$ cat src/rtl/hpcs_pkg.sv
// Package: shared state encoding for the host port cycle-steal controller.
// Assumes: one clock period equals half a core cycle.
package hpcs_pkg;

    typedef enum logic [2:0] {
        ST_RDY   = 3'd0,   // port ready, waiting for a synchronized request
        ST_ALIGN = 3'd1,   // request seen mid-cycle, wait for the cycle start
        ST_REQ   = 3'd2,   // steal requested, waiting for the core operation
        ST_ACC0  = 3'd3,   // first half of the stolen cycle
        ST_ACC1  = 3'd4,   // second half of the stolen cycle
        ST_REL   = 3'd5    // half cycle before the acknowledge returns
    } hp_state_t;

    // Number of clock periods in one stolen core cycle.
    localparam int unsigned STEAL_HALVES = 2;

endpackage

$ cat src/rtl/hpcs_sync.sv
// Module: multi-stage synchronizer for one asynchronous level.
// Assumes: input is a level held for at least STAGES+1 clock periods.
module hpcs_sync #(
    parameter int unsigned STAGES = 2
) (
    input  logic clk,
    input  logic rst_n,
    input  logic d,
    output logic q
);

    logic [STAGES-1:0] chain;

    // Shift the asynchronous level through the flop chain.
    always_ff @(posedge clk) begin
        if (!rst_n) begin
            chain <= '0;
        end else begin
            chain <= {chain[STAGES-2:0], d};
        end
    end

    assign q = chain[STAGES-1];

endmodule

$ cat src/rtl/hpcs_prio_arb.sv
// Module: fixed-priority grant for steal sources; index 0 ranks highest.
// Assumes: requests are levels; grant is combinational and one-hot or zero.
module hpcs_prio_arb #(
    parameter int unsigned N = 3
) (
    input  logic [N-1:0] req,
    output logic [N-1:0] gnt
);

    logic [N:0] taken;

    assign taken[0] = 1'b0;

    generate
        for (genvar i = 0; i < N; i++) begin : g_slot
            // Grant a slot only when no higher-ranked slot already took it.
            assign gnt[i]       = req[i] & ~taken[i];
            assign taken[i + 1] = taken[i] | req[i];
        end
    endgenerate

endmodule

$ cat src/rtl/hpcs_wait_timer.sv
// Module: decides when the core's current operation has finished.
// Order of rules: hung bus, slow idle, idle, end-of-operation pulse.
// Assumes: mode inputs stay stable while a steal is waiting.
module hpcs_wait_timer #(
    parameter int unsigned DIVW = 4
) (
    input  logic            clk,
    input  logic            rst_n,
    input  logic            start,
    input  logic            active,
    input  logic            idle_mode,
    input  logic            slow_idle,
    input  logic [DIVW-1:0] slow_div,
    input  logic            cyc_end,
    input  logic            bus_hung,
    output logic            done
);

    localparam int unsigned CW = DIVW + 1;

    logic [CW-1:0] cnt;
    logic [CW-1:0] slow_last;

    // Last count value of a slow-idle wait: 1 + 2n edges in total.
    assign slow_last = {slow_div, 1'b0};

    // Count waiting edges; a held bus freezes the count.
    always_ff @(posedge clk) begin
        if (!rst_n) begin
            cnt <= '0;
        end else if (start) begin
            cnt <= '0;
        end else if (active && !bus_hung) begin
            cnt <= cnt + 1'b1;
        end
    end

    // Pick the finishing rule for the current core mode.
    always_comb begin
        done = 1'b0;
        if (active && !bus_hung) begin
            if (slow_idle) begin
                done = (cnt == slow_last);
            end else if (idle_mode) begin
                done = 1'b1;
            end else begin
                done = cyc_end;
            end
        end
    end

endmodule

$ cat src/rtl/hpcs_ctrl.sv
// Module: host port cycle-steal controller (top).
// Syncs host strobes, aligns to a core cycle start, waits for the core
// operation, steals one core cycle for the transfer and drives the
// acknowledge. Assumes: host holds select and strobe until acknowledge
// returns low; one clock period is half a core cycle.
module hpcs_ctrl
    import hpcs_pkg::*;
#(
    parameter int unsigned AW          = 12,
    parameter int unsigned DW          = 16,
    parameter int unsigned DIVW        = 4,
    parameter int unsigned NOTHER      = 2,
    parameter int unsigned SYNC_STAGES = 2
) (
    input  logic              clk,
    input  logic              rst_n,
    input  logic              hsel_n,
    input  logic              hrd_n,
    input  logic              hwr_n,
    input  logic [AW-1:0]     haddr,
    input  logic [DW-1:0]     hwdata,
    output logic              hack_n,
    output logic [DW-1:0]     hrdata,
    input  logic              idle_mode,
    input  logic              slow_idle,
    input  logic [DIVW-1:0]   slow_div,
    input  logic              cyc_end,
    input  logic              bus_hung,
    input  logic [NOTHER-1:0] other_req,
    output logic [NOTHER-1:0] other_gnt,
    output logic              steal_req,
    output logic              mem_en,
    output logic              mem_we,
    output logic [AW-1:0]     mem_addr,
    output logic [DW-1:0]     mem_wdata,
    input  logic [DW-1:0]     mem_rdata
);

    localparam int unsigned NSRC = NOTHER + 1;

    hp_state_t     state, state_nx;
    logic          req_raw;
    logic          req_s;
    logic          phase;
    logic          armed;
    logic          accept;
    logic          wait_done;
    logic          we_q;
    logic [AW-1:0] addr_q;
    logic [DW-1:0] wdata_q;
    logic [DW-1:0] rdata_q;
    logic          host_claim;
    logic [NSRC-1:0] arb_req;
    logic [NSRC-1:0] arb_gnt;

    assign req_raw = !hsel_n && (!hrd_n || !hwr_n);

    hpcs_sync #(.STAGES(SYNC_STAGES)) u_sync (
        .clk   (clk),
        .rst_n (rst_n),
        .d     (req_raw),
        .q     (req_s)
    );

    // Two-phase counter: phase 0 marks the first half of a core cycle.
    always_ff @(posedge clk) begin
        if (!rst_n) begin
            phase <= 1'b0;
        end else begin
            phase <= ~phase;
        end
    end

    assign accept = (state == ST_RDY) && req_s && armed;

    // Re-arm only after the released strobes have crossed the synchronizer.
    always_ff @(posedge clk) begin
        if (!rst_n) begin
            armed <= 1'b1;
        end else if (accept) begin
            armed <= 1'b0;
        end else if (state == ST_RDY && !req_s) begin
            armed <= 1'b1;
        end
    end

    hpcs_wait_timer #(.DIVW(DIVW)) u_wait (
        .clk       (clk),
        .rst_n     (rst_n),
        .start     (state != ST_REQ),
        .active    (state == ST_REQ),
        .idle_mode (idle_mode),
        .slow_idle (slow_idle),
        .slow_div  (slow_div),
        .cyc_end   (cyc_end),
        .bus_hung  (bus_hung),
        .done      (wait_done)
    );

    // Next-state logic for the steal sequence.
    always_comb begin
        state_nx = state;
        unique case (state)
            ST_RDY:   if (accept) state_nx = phase ? ST_REQ : ST_ALIGN;
            ST_ALIGN: state_nx = ST_REQ;
            ST_REQ:   if (wait_done) state_nx = ST_ACC0;
            ST_ACC0:  state_nx = ST_ACC1;
            ST_ACC1:  state_nx = ST_REL;
            ST_REL:   state_nx = ST_RDY;
            default:  state_nx = ST_RDY;
        endcase
    end

    // State register.
    always_ff @(posedge clk) begin
        if (!rst_n) begin
            state <= ST_RDY;
        end else begin
            state <= state_nx;
        end
    end

    // Latch address, direction and write data when the request is taken.
    always_ff @(posedge clk) begin
        if (!rst_n) begin
            we_q    <= 1'b0;
            addr_q  <= '0;
            wdata_q <= '0;
        end else if (accept) begin
            we_q    <= !hwr_n;
            addr_q  <= haddr;
            wdata_q <= hwdata;
        end
    end

    // Capture read data at the end of the stolen cycle.
    always_ff @(posedge clk) begin
        if (!rst_n) begin
            rdata_q <= '0;
        end else if (state == ST_ACC1 && !we_q) begin
            rdata_q <= mem_rdata;
        end
    end

    assign host_claim = (state == ST_REQ) || (state == ST_ACC0) || (state == ST_ACC1);
    assign arb_req    = {other_req, host_claim};

    hpcs_prio_arb #(.N(NSRC)) u_arb (
        .req (arb_req),
        .gnt (arb_gnt)
    );

    assign other_gnt = arb_gnt[NSRC-1:1];
    assign steal_req = (state == ST_REQ);
    assign mem_en    = (state == ST_ACC0) || (state == ST_ACC1);
    assign mem_we    = mem_en && we_q;
    assign mem_addr  = addr_q;
    assign mem_wdata = wdata_q;
    assign hrdata    = rdata_q;
    assign hack_n    = (state != ST_RDY) || (armed && req_raw);

endmodule

$ cat config.mk
export PLATFORM = sky130hd
export DESIGN_NAME = hpcs_ctrl
export DESIGN_NICKNAME = d
export VERILOG_FILES = /design/src/rtl/hpcs_pkg.sv /design/src/rtl/hpcs_sync.sv /design/src/rtl/hpcs_prio_arb.sv /design/src/rtl/hpcs_wait_timer.sv /design/src/rtl/hpcs_ctrl.sv
export SDC_FILE = /design/constraint.sdc
export NUM_CORES = 1
export LEC_CHECK = 0
export ABC_AREA = 1
export CORE_MARGIN = 1.5
export CORE_UTILIZATION = 27
export CTS_BUF_LIST = sky130_fd_sc_hd__clkbuf_8
export CTS_CLUSTER_SIZE = 8
export DETAILED_ROUTE_END_ITERATION = 6
export GPL_ROUTABILITY_DRIVEN = 0
export SYNTH_ARGS = -nofsm -noshare
export SYNTH_HDL_FRONTEND = slang
export SYNTH_SLANG_ARGS = --single-unit
export TNS_END_PERCENT = 20
$ cat constraint.sdc
create_clock -name clk -period 4.01 [get_ports clk]
set_clock_uncertainty 0.2 [all_clocks]
set_input_delay 0.6015 -clock clk [delete_from_list [all_inputs] [get_ports clk]]
set_output_delay 0.6015 -clock clk [all_outputs]
set_load 0.05 [all_outputs]
After elaboration in Yosys (flattened, before gate mapping)
Cells that the tools add are included.
{ "op_classes": {"addsub": 1, "muxes": 9, "eq_ne": 8, "n_reduce_logical": 24, "bitwise": 7} }
{ "op_table": {"columns": ["op", "count"], "rows": [
  ["one-hot mux 3 bit (5 select lines)", 1],
  ["logical AND 1 bit", 8],
  ["equality test 3 x 2 -> 1 bit, second input constant", 2],
  ["logical NOT 1 bit", 6],
  ["2-to-1 mux 3 bit", 2],
  ["adder 5 x 1 -> 5 bit, second input constant", 1],
  ["equality test 5 bit", 1],
  ["logical OR 1 bit", 5],
  ["2-to-1 mux 1 bit", 5],
  ["!= test 2 bit, second input constant", 2],
  ["NOT 1 bit", 4],
  ["equality test 3 x 1 -> 1 bit, second input constant", 1],
  ["equality test 3 bit, second input constant", 1],
  ["logical NOT 3 bit", 1],
  ["!= test 3 x 2 -> 1 bit, second input constant", 1],
  ["nonzero test 3 bit", 1],
  ["AND 1 bit", 2],
  ["2-to-1 mux 2 bit", 1],
  ["AND reduction 2 bit", 1],
  ["nonzero test 2 bit", 1],
  ["OR reduction 2 bit", 1],
  ["bitwise OR 1 bit", 1]
]} }
{ "word_totals": {"register_bits": 57, "word_cells": 58, "out_inout_bits": 50} }

Depth between registers and ports, before layout
{ "depth": {"word_depth": 6, "depth_mapped": 11, "ltp_nobuf": 11} }

Cells and area by module
A second synthesis with hierarchy kept.
{ "hier_totals": {"hier_cells": 363, "hier_area_um2": 2443.6} }
{ "modules_own_cells": {"columns": ["module", "cells_each", "area_each_um2", "instances"], "rows": [
  ["hpcs_ctrl", 301, 2038.2, 1],
  ["hpcs_wait_timer", 50, 321.6, 1],
  ["hpcs_sync", 6, 55.1, 1],
  ["hpcs_prio_arb", 6, 28.8, 1]
]} }

Worst setup path after synthesis
No wires, ideal clock.
{ "synth_path": {"kind": "register to output", "startpoint": "register state[2]", "endpoint": "output port mem_we", "t_arrival_ns": 2.203, "path_slack_ns": 1.005, "stages_incl_launch_ff": 7, "required_time_ns": 3.208, "path_cell_list": "dfxtp_1 inv_2 nand2_1 inv_1 a21oi_1 inv_1 nor2_1"} }
{ "synth_via": {"elab_chain_len": 3} }
{ "synth_lines": {"columns": ["element", "line", "source"], "rows": [
  ["start, declared", "hpcs_ctrl.sv:41", "hp_state_t state, state_nx;"],
  ["start signal, assigned", "hpcs_ctrl.sv:119", "state <= state_nx;"],
  ["equality test 3 x 2 -> 1 bit or equality test 3 bit (tied branches)", "hpcs_ctrl.sv:155", "assign mem_en = (state == ST_ACC0) || (state == ST_ACC1);"],
  ["logical OR 1 bit *", "hpcs_ctrl.sv:155", null],
  ["net mem_en", "hpcs_ctrl.sv:32", "output logic mem_en,"],
  ["logical AND 1 bit *", "hpcs_ctrl.sv:156", "assign mem_we = mem_en && we_q;"],
  ["end, declared", "hpcs_ctrl.sv:33", "output logic mem_we,"]
]} }
The timed path passes the listed nets; every way through them passes the cells marked *.

Final worst setup path
{ "layout_path": {"startpoint": "input port hwr_n", "endpoint": "output port hack_n"} }
{ "layout_via": {"elab_chain_len": 5} }
{ "layout_lines": {"columns": ["element", "line", "source"], "rows": [
  ["start, declared", "hpcs_ctrl.sv:19", "input logic hwr_n,"],
  ["logical NOT 1 bit", "hpcs_ctrl.sv:56", "assign req_raw = !hsel_n && (!hrd_n || !hwr_n);"],
  ["logical OR 1 bit", "hpcs_ctrl.sv:56", null],
  ["logical AND 1 bit", "hpcs_ctrl.sv:56", null],
  ["logical AND 1 bit", "hpcs_ctrl.sv:160", "assign hack_n = (state != ST_RDY) || (armed && req_raw);"],
  ["logical OR 1 bit", "hpcs_ctrl.sv:160", null],
  ["end, declared", "hpcs_ctrl.sv:22", "output logic hack_n,"]
]} }
No other way between the ends.

==> impl_metrics.tcl <==
set metrics [dict create \
    ir_drop_uv 178 \
    synth_common_cells "68 x nor2_1, 57 x dfxtp_1, 37 x nand2_1" \
    min_period_over_period 0.759 \
    synth_area_leaders "dfxtp_1 50%, nor2_1 11%, nand2_1 6.1%, o21ai_0 5.2%, a21oi_1 4.1%" \
    synthFlopType "dfxtp_1" \
    hold_viol 0 \
    setup_slack_ns 0.968 \
    r2r_end "mem_addr[7]" \
    grtUsageTotal 0.137 \
    avgSynthCellArea_um2 7.77 \
    synthDistinctLibCells 32 \
    holdCritPathClass "reg -> reg" \
    clk_pin_slew_ns 0.06 \
    rsz0062_at_grt "false" \
    dieHeight_um 95.2 \
    fin_setup_tns_ns 0 \
    cts_made_buffers 9 \
    diodes 0 \
    reg2reg_from "state[0]" \
    synth-async-reset-ratio 0 \
    path_buf_inv 2 \
    core_area_um2 8220 \
    max-clock-path-buffers 2 \
    p_leak_nw 1.43 \
    routedWlPerCell_um 11.7 \
    synth_top_area_cell "dfxtp_1" \
    cellPowerDensity_nw_per_um2 388 \
    synth-edff-count 0 \
    synth_area_um2 2290 \
    clk_root_buffer_cell "clkbuf_8" \
    postRouteAntennaNets 0 \
    cpPeakStageDelay_ns 0.84 \
    syn_inst 295 \
    synth_top_area_frac 0.498 \
    holdBufCountCts 0 \
    required_ns 3.21 \
    synth-seq-cells 57 \
    dr.pass1.iters 4 \
    cp_slowest_cell "clkdlybuf4s50_1" \
    cp.depth 4 \
    placementRows 33 \
    period_needed_ns 3.04 \
    drcViolationCount 0 \
    finalSetupViolCount 0 \
    cts_tree "built" \
    final_cell_area_um2 3620 \
    insertion_delay_ns 0.32 \
    critPathLaunchType "primary input" \
    maxSlewHeadroom 0.555 \
    fmax_ghz 0.329 \
    drive_above_1_share 0.0931 \
    area_delta_synth_final_pct 57.9 \
    endpoint "hack_n" \
    grt_max_degree 33 \
    arrival_ns 2.24 \
    grt_pass1_vias 2156 \
    nNetsFinal 463 \
    initial_core_util 0.279 \
    crit_type "in -> out" \
    synthesis.nets 355 \
    die_w_um 95.2 \
    synthMostInstantiatedCell "nor2_1" \
    tightest_slew_ns 0.667 \
    cp_top_family "buffers and inverters" \
    grt_pass1_wl_um 9680 \
    r2r_cells 8 \
    via_per_inst 4.36 \
    ys_seq_area_frac 0.498 \
    postCtsResizedCells 0 \
    hpwl_um 4210 \
    cp_cell_sequence "clkdlybuf4s50_1 -> a21o_1 -> o21ai_0 -> clkdlybuf4s50_1" \
    r2r_slack_ns 2.16 \
    dieArea_um2 9060 \
    cp_max_fo 2 \
    status "finished clean" \
    dp_slack_ns 0.952 \
    wl_um 5990 \
    vias 2236 \
    dpl_cell_area_um2 3430 \
    maxCapViolations 0 \
    hold_depth 2 \
    cpMostUsedCell "clkdlybuf4s50_1" \
    final_core_util 0.441 \
    portBuffers 108 \
    cts_sinks 57 \
    htreeDepth 3 \
    io_pins 109 \
    cp-end-kind "output pin" \
    antenna_found_initial 0 \
    startpoint "hwr_n" \
    final_max_slew_viol_count 0 \
    yosysWarnings 0 \
    grt_overflow 0 \
    cts_setup_buffers 0 \
    drt-initial-drc-count 109 \
]
-- layer usage --
metal / up-vias / track usage / routed length, µm
met1: 1003 / 0.165 / 2720
met2: 69 / 0.222 / 2760
li1: 1157 / - / -
met5: - / 0 / 0
met3: 7 / 0.0518 / 440
met4: 0 / 0.0448 / 67
-- state kept, by name, indices dropped and copies added, names as in the netlist --
name and count:
hrdata 16, mem_wdata 16, mem_addr 12, u_wait.cnt 5
state 3, u_sync.chain 2, armed 1, phase 1
we_q 1
-- worst min path at each step --
stage                      end  slack [ns]       startpoint
2_1_floorplan            phase        0.18            phase
3_3_place_gp   u_sync.chain[1]        0.20  u_sync.chain[0]
3_5_place_dp   u_sync.chain[1]        0.20  u_sync.chain[0]
4_1_cts        u_sync.chain[1]        0.21  u_sync.chain[0]
5_1_grt                  phase        0.23            phase
6_report       u_sync.chain[1]        0.21  u_sync.chain[0]
-- worst min-delay path, cell delays in order (launching register included) --
cell and delay [ns]:
dfxtp_1 0.30, nand2_1 0.04, inv_1 0.04
-- kinds of logic (layout without fill, tap and decap cells) --
kind of cell | Yosys count | after routing | share of synthesized area
buf+inv | 37 | 150 | 0.0818
flops | 57 | 57 | 0.498
fa+ha+maj | 1 | 1 | 0.00545
simple gates | 141 | 141 | 0.276
compound gates | 57 | 57 | 0.131
xor+xnor | 2 | 2 | 0.00764
-- area by class of cell --
cell class	instances	area, µm²
clock buffers	13	179
inverters	24	95.1
multi-input cells	201	965
clock inverters	3	13.8
flip-flops and latches	57	1140
fillers	836	4600
well taps	105	131
repair buffers	110	1100
-- layout by cell type (no fill, tap or decap) --
cell / instances
a21oi_1: 19
a21o_1: 1
clkinv_2: 2
nor3_2: 1
inv_6: 1
clkbuf_8: 13
nor2_4: 1
dfxtp_1: 57
nor2_2: 4
nand3_1: 19
nor2_1: 68
buf_4: 2
o21ai_2: 2
clkinv_1: 1
nor3_1: 2
nand2_4: 1
nand2_1: 37
nor3b_1: 1
nand2_2: 3
a21oi_2: 1
inv_1: 19
xor2_1: 2
o21ai_1: 9
or2_2: 1
clkdlybuf4s50_1: 108
ha_1: 1
nand3b_1: 1
nor2_8: 1
inv_2: 4
nor3_4: 1
a211oi_1: 1
o21ai_0: 24
-- power by group --
group	internal, mW	switching [mW]
combinational	0.121	0.176
sequential	0.592	0.0151
clock	0.288	0.213
total	1.00	0.404
-- per-stage QoR --
stage | std cells | total power [mW] | hold WS [ns]
after floorplan | 295 | 0.794 | 0.185
after global placement | 497 | 0.917 | 0.196
after detailed placement | 497 | 0.919 | 0.199
after CTS | 513 | 1.43 | 0.213
after global routing | 513 | 1.47 | 0.231
final | 513 | 1.40 | 0.212
No activity file was read; power rests on OpenSTA's default activity.
